==> config.mk <==
export PLATFORM = sky130hd
export DESIGN_NAME = sp_polarity_driver
export DESIGN_NICKNAME = d
export VERILOG_FILES = /design/src/rtl/sp_pkg.sv /design/src/rtl/sp_shift_chain.sv /design/src/rtl/sp_hold_latch.sv /design/src/rtl/sp_polarity.sv /design/src/rtl/sp_cascade.sv /design/src/rtl/sp_polarity_driver.sv
export SDC_FILE = /design/constraint.sdc
export NUM_CORES = 1
export LEC_CHECK = 0
export CORE_UTILIZATION = 30
export CTS_BUF_LIST = sky130_fd_sc_hd__clkbuf_8
export DETAILED_ROUTE_END_ITERATION = 10
export DONT_BUFFER_PORTS = 1
export PLACE_DENSITY_LB_ADDON = 0.2
export SETUP_SLACK_MARGIN = 0.1
export SLEW_MARGIN = 40
export SYNTH_ARGS = -nofsm -noshare
export SYNTH_HDL_FRONTEND = slang
export SYNTH_SLANG_ARGS = --single-unit
==> constraint.sdc <==
create_clock -name clk -period 2.1 [get_ports clk]
set_clock_uncertainty 0.15 [all_clocks]
set_input_delay 0.21 -clock clk [delete_from_list [all_inputs] [get_ports clk]]
set_output_delay 0.21 -clock clk [all_outputs]
set_load 0.01 [all_outputs]
==> src/rtl/sp_pkg.sv <==
package sp_pkg;

  localparam int unsigned SP_CHANNELS_DEFAULT = 16;

  typedef enum logic {
    POL_PASS   = 1'b0,
    POL_INVERT = 1'b1
  } pol_mode_e;

endpackage

==> src/rtl/sp_shift_chain.sv <==
module sp_shift_chain #(
  parameter int unsigned W = 16
) (
  input  logic         clk,
  input  logic         rst,
  input  logic         shift_en,
  input  logic         din,
  output logic [W-1:0] q,
  output logic [W-1:0] q_next
);

  logic [W-1:0] stage_q;

  always_comb begin
    q_next = stage_q;
    if (shift_en) q_next = {stage_q[W-2:0], din};
  end

  always_ff @(posedge clk) begin
    if (rst) stage_q <= '0;
    else     stage_q <= q_next;
  end

  assign q = stage_q;

  p_reset_clear_r1: assert property (@(posedge clk) rst |=> (stage_q == '0));

  p_shift_move_r2: assert property (@(posedge clk) disable iff (rst)
    shift_en |=> (stage_q[0] == $past(din)) && (stage_q[W-1:1] == $past(stage_q[W-2:0])));

  p_idle_hold_r2: assert property (@(posedge clk) disable iff (rst)
    !shift_en |=> $stable(stage_q));

endmodule

==> src/rtl/sp_hold_latch.sv <==
module sp_hold_latch #(
  parameter int unsigned W = 16
) (
  input  logic         clk,
  input  logic         rst,
  input  logic         le_n,
  input  logic [W-1:0] chain_now,
  input  logic [W-1:0] chain_next,
  output logic [W-1:0] view
);

  logic [W-1:0] held_q;

  always_ff @(posedge clk) begin
    if (rst)        held_q <= '0;
    else if (!le_n) held_q <= chain_next;
  end

  // low: the chain shows through; high: the captured copy is shown
  assign view = le_n ? held_q : chain_now;

  p_capture_r5: assert property (@(posedge clk) disable iff (rst)
    !le_n |=> (held_q == chain_now));

  p_hold_r6: assert property (@(posedge clk) disable iff (rst)
    le_n |=> $stable(held_q));

endmodule

==> src/rtl/sp_polarity.sv <==
module sp_polarity #(
  parameter int unsigned W = 16
) (
  input  logic         pol_n,
  input  logic [W-1:0] view,
  output logic [W-1:0] chan_out,
  output logic         bp_out
);
  import sp_pkg::*;

  pol_mode_e mode;
  logic      flip;

  assign mode   = pol_n ? POL_PASS : POL_INVERT;
  assign flip   = (mode == POL_INVERT);
  assign bp_out = (mode == POL_INVERT);

  for (genvar i = 0; i < W; i++) begin : g_chan
    assign chan_out[i] = view[i] ^ flip;
  end

  always_comb begin
    if (bp_out) p_invert_r7: assert (chan_out == ~view);
    else        p_pass_r7:   assert (chan_out == view);
  end

endmodule

==> src/rtl/sp_cascade.sv <==
module sp_cascade (
  input  logic clk,
  input  logic rst,
  input  logic shift_en,
  input  logic tail,
  output logic casc_bit,
  output logic casc_valid
);

  logic shifted_q;
  logic bit_q;
  logic vld_q;

  always_ff @(posedge clk) begin
    if (rst) begin
      shifted_q <= 1'b0;
      bit_q     <= 1'b0;
      vld_q     <= 1'b0;
    end else begin
      shifted_q <= shift_en;
      vld_q     <= shifted_q;
      if (shifted_q) bit_q <= tail;
    end
  end

  assign casc_bit   = bit_q;
  assign casc_valid = vld_q;

  p_reset_quiet_r1: assert property (@(posedge clk) rst |=> (!casc_valid && !casc_bit));

  p_lag_bit_r9: assert property (@(posedge clk) disable iff (rst)
    shift_en |=> ##1 (casc_valid && (casc_bit == $past(tail))));

  p_steady_r9: assert property (@(posedge clk) disable iff (rst)
    !casc_valid |-> $stable(casc_bit));

endmodule

==> src/rtl/sp_polarity_driver.sv <==
module sp_polarity_driver #(
  parameter int unsigned NCH = sp_pkg::SP_CHANNELS_DEFAULT
) (
  input  logic           clk,
  input  logic           rst,
  input  logic           in_valid,
  output logic           in_ready,
  input  logic           in_bit,
  input  logic           le_n,
  input  logic           pol_n,
  output logic [NCH-1:0] chan_out,
  output logic           bp_out,
  output logic           casc_bit,
  output logic           casc_valid
);

  localparam int unsigned LAST = NCH - 1;

  logic           accept;
  logic [NCH-1:0] chain_q;
  logic [NCH-1:0] chain_d;
  logic [NCH-1:0] view;

  assign in_ready = !rst;
  assign accept   = in_valid && in_ready;

  sp_shift_chain #(.W(NCH)) u_chain (
    .clk      (clk),
    .rst      (rst),
    .shift_en (accept),
    .din      (in_bit),
    .q        (chain_q),
    .q_next   (chain_d)
  );

  sp_hold_latch #(.W(NCH)) u_hold (
    .clk        (clk),
    .rst        (rst),
    .le_n       (le_n),
    .chain_now  (chain_q),
    .chain_next (chain_d),
    .view       (view)
  );

  sp_polarity #(.W(NCH)) u_pol (
    .pol_n    (pol_n),
    .view     (view),
    .chan_out (chan_out),
    .bp_out   (bp_out)
  );

  sp_cascade u_casc (
    .clk        (clk),
    .rst        (rst),
    .shift_en   (accept),
    .tail       (chain_q[LAST]),
    .casc_bit   (casc_bit),
    .casc_valid (casc_valid)
  );

  p_no_backpressure_r3: assert property (@(posedge clk) disable iff (rst)
    in_valid |-> in_ready);

endmodule

After elaboration in Yosys (flattened, before gate mapping)
Index checks and enable logic that the tools add are counted. Widths: inputs -> output; s select.

Bitwise gates (word level): 16. Reductions and logical operators: 2. Mux-type cells: 3.

Operators by type and width (number): $mux 16 (2); $xor 1x1->1 (16); $logic_and 1x1->1 (1); $logic_not 1->1 (1); $mux 1 (1).

Bits of input ports: 6. Logic and storage cells: 26. Bits in registers: 35. Output and inout bits: 20.

Longest topological paths before layout
Word-level depth: 3. Mapped depth: 4. Depth with buffers taken out: 2.

By module
A second synthesis with hierarchy kept.

Cell total of the unflattened synthesis: 182. Area, all modules: 1697.9 um^2.

By module, submodules not included: sp_hold_latch (seq. area each 320.3 um^2, times used 1, cells each 103, area an instance 762.0 um^2); sp_shift_chain (seq. area each 320.3 um^2, times used 1, cells each 51, area an instance 664.4 um^2); sp_polarity (seq. area each 0.0 um^2, times used 1, cells each 19, area an instance 175.2 um^2); sp_cascade (seq. area each 60.1 um^2, times used 1, cells each 7, area an instance 86.3 um^2); sp_polarity_driver (seq. area each 0.0 um^2, times used 1, cells each 2, area an instance 10.0 um^2).

Least setup slack after synthesis
No wires, ideal clock.

Kind: input port to output port. From: input le_n. To: output chan_out[0]. Path slack: 818 ps. Buffers on the path: 2. Cell stages on the path: 4. Data required time: 1740 ps. Arrival: 922 ps. Path through: buf_2 > buf_4 > mux2i_1 > xnor2_1.

Cells in the longest elaborated chain, start to end: 2.

RTL lines: from (decl) (RTL line sp_polarity_driver.sv:9) `input logic le_n,`; $mux 16 (RTL line sp_hold_latch.sv:20) `assign view = le_n ? held_q : chain_now;`; $xor 1x1->1 (RTL line sp_polarity.sv:19) `assign chan_out[i] = view[i] ^ flip;`; to (decl) (RTL line sp_polarity_driver.sv:11) `output logic [NCH-1:0] chan_out,`.

Every way passes these cells.

Worst setup path in the final report
From: register u_chain.stage_q[14], in the netlist u_chain.q[14]. To: output chan_out[14].

Cells in the longest elaborated chain, start to end: 2.

RTL lines: from (decl) (RTL line sp_shift_chain.sv:12) `logic [W-1:0] stage_q;`; from (signal assigned) (RTL line sp_shift_chain.sv:21) `else stage_q <= q_next;`; $mux 16 (RTL line sp_hold_latch.sv:20); $xor 1x1->1 (RTL line sp_polarity.sv:19).

Every way passes these cells.

==> results by group <==
GRT
  – Met2 usage: 19.19%
  – Met3 Use GR: 4.743%
  – Wire length of the first global-routing pass: 5.016 mm
  – GR Util All Layers: 12.50%
  – Initial antenna violation count: 0
  – M1 GR Usage: 15.48%
  – GRT Max-Usage Layer: met2
  – Largest net degree at the start of global routing: 36
  – Vias in the first global route: 1019
  – Gr ovfl total: 0

Synth
  – Mapped Nets: 156
  – Largest area contributor in the netlist: dfxtp_1
  – Syn. warnings: 0
  – Synth Flop Type: dfxtp_1
  – Register area share after synthesis: 44.91%
  – Synth async-reset ratio: 0%
  – Post-synth top cells: 35 x dfxtp_1, 33 x mux2i_1, 18 x nor2b_1
  – Top-count cell post-synth: dfxtp_1
  – Post-synth EDFFs: 0
  – Syn avg cell area: 10.40 sq um
  – Cells after synthesis: 150
  – #FFs+latches synth: 35
  – Top cells by area, synth: dfxtp_1 45%, mux2i_1 21%, xnor2_1 9.0%, a211oi_1 7.7%, nor2b_1 7.2%
  – Netlist cell types: 14
  – Netlist Area Pre-Place: 0.001560 sq mm
  – Synth top area share: 44.91%

Clock tree
  – Buffer depth of the longest clock path: 2
  – Clk root buf: clkbuf_8
  – CTS Buf Count: 5
  – CTS tree: built
  – Worst-path clk slew: 70 ps
  – CTS HTree Levels: 2
  – Clk_lat worst skew: 280 ps
  – CTS Sinks: 35

Die
  – Die X: 74.12 microns
  – Initial core utilization: 32.18%
  – IO Pins: 26
  – Std cell rows: 25
  – Die H: 74.12 microns
  – Die area: 0.005493 sq mm
  – Core box area: 0.004848 sq mm

STA
  – Final Setup Violations: 0
  – Fmax achieved: 0.7085 GHz
  – Post-route minimum period: 1411 ps
  – Final WS setup: 688.6 ps
  – Relative slew slack: 59.51%
  – Least-Margin Pin Slew: 606.6 ps
  – Setup tns final: 0 ps
  – WHS: 29.07 ps
  – Tcrit/Tclk final: 67.21%
  – Fin. max-slew vios: 0
  – RSZ-0062 raised after global routing: false
  – Final Hold Fails: 0

Critical path
  – Worst EP arrival: 1050 ps
  – Worst Setup Path Type: flop to output pin
  – Slowest Stage Delay on Critical Path: 370 ps
  – Data required time of the worst path: 1740 ps
  – Worst Path Buf+Inv: 0
  – Crit path cell chain: mux2i_1 -> xnor2_1
  – Delay-heaviest family, CP: flip-flops
  – Slowest CP cell: dfxtp_1
  – Worst setup SP type: flop
  – Crit path capture type: output pin
  – Crit-path max FO: 3

Power and ir drop
  – Int Pwr: 1.036 mW
  – Clk pwr share: 38.7%
  – Leak: 0.6913 nW
  – Sw Ratio: 23.46%
  – Sw power: 0.3176 mW
  – Seq pwr share: 51.2%
  – Pwr Total: 1.354 mW
  – PwrDens: 788.2 mW/mm^2
  – Worst VDD drop: 0.2887 mV
  – Combinational cell fraction of total power: 10.1%

Detailed routing
  – Antenna-violating nets left: 0
  – WL/cell: 14.03 microns
  – Starting DRC count in detailed routing: 44
  – DRT Wirelength: 3.059 mm
  – Router iterations before antenna repair: 2
  – DRC: 0
  – Vias: 1023
  – Vias/cell: 4.693

Placement
  – Post-Place Worst Slack: 890.0 ps
  – Port bufs: 0
  – DPL Wire Length: 1.815 mm
  – Post-placement cell count: 205
  – Gpl congestion: 0.6309

Final layout
  – Synthesis-to-finish area growth: 10.10%
  – Inserted Diodes: 0
  – Non-Filler Instances: 218
  – Layout cell share with drive strength beyond 1: 6.623%
  – Final nets: 156

Worst hold path
  – HP Class: input pin to flop

Run status
  – Status: completed

Run
  – Max_cap viols: 0
[timing repair]
action | CTS | global route
gates resized for setup | 0 | 0
endpoints found under the setup margin | 0 | 0
endpoints found under the hold margin | 35 | 0
hold buffers | 5 | 0
setup buffers | 0 | 0
[power groups by stage]
stage | combinational [mW] | clock, mW | sequential, mW
global placement | 0.107 | 0 | 0.708
CTS | 0.140 | 0.546 | 0.694
detailed placement | 0.108 | 0 | 0.709
global route | 0.150 | 0.573 | 0.696
finish | 0.137 | 0.524 | 0.694
floorplan | 0.128 | 0 | 0.706
[stage by stage]
stage	util, %	cell area, sq um
2_1_floorplan	-	1560
3_3_place_gp	32.23	1563
3_5_place_dp	32.23	1563
4_1_cts	35.54	1723
5_1_grt	35.43	1718
6_report	35.43	1718
[area by class of cell]
| class | count | area [sq um] |
|---|---|---|
| timing repair buffer | 5 | 55.05 |
| sequential | 35 | 700.7 |
| fill | 521 | 3131 |
| clock inverter | 1 | 3.754 |
| inverter | 3 | 11.26 |
| multi-input combinational | 100 | 767.0 |
| clock buffer | 7 | 96.34 |
| tap | 67 | 83.83 |
[sequential cells by signal, summed over array words and instances, names as in the netlist]
name and cells:
u_chain.q 16, u_hold.held_q 16, u_casc.casc_bit 1, u_casc.casc_valid 1, u_casc.shifted_q 1
[cells in the final DEF, fill, tap and decap left out]
master	synthesis	routed
dfxtp_1	35	35
mux2i_1	33	33
nor2b_1	18	18
nor2_1	17	17
xnor2_1	16	16
a211oi_1	16	16
clkbuf_8	0	7
inv_1	2	3
dlygate4sd3_1	0	3
inv_2	1	1
buf_12	1	1
buf_2	4	1
[layer usage]
metal | vias to the layer above | share of wire [%] | wire (microns)
met4 | 0 | 1.7 | 53
met1 | 493 | 47 | 1453
met2 | 16 | 45 | 1391
li1 | 506 | - | -
met3 | 8 | 5.2 | 160
met5 | - | 0 | 0
[final timing paths]
kind | from | depth (start not counted) | slack [ps] | end
worst max-delay path | u_chain.q[14] | 2 | 690 | chan_out[14]
worst min-delay path | le_n | 2 | 30 | u_hold.held_q[4]
worst max register to register | u_chain.q[1] | 2 | 1140 | u_hold.held_q[1]
worst min register to register | u_casc.shifted_q | 1 | 330 | u_casc.casc_valid
[logic make-up (layout without fill, tap and decap cells)]
logic type | Yosys count | in the layout | share of synthesized area (%)
AOI/OAI and AO/OA | 16 | 16 | 7.699
xor gates and xnor gates | 16 | 16 | 8.981
buffers and inverters | 15 | 16 | 5.934
DFF | 35 | 35 | 44.91
muxes | 33 | 33 | 21.17
and+or+nand+nor | 35 | 35 | 11.31
No activity file was read; power rests on OpenSTA's default activity.
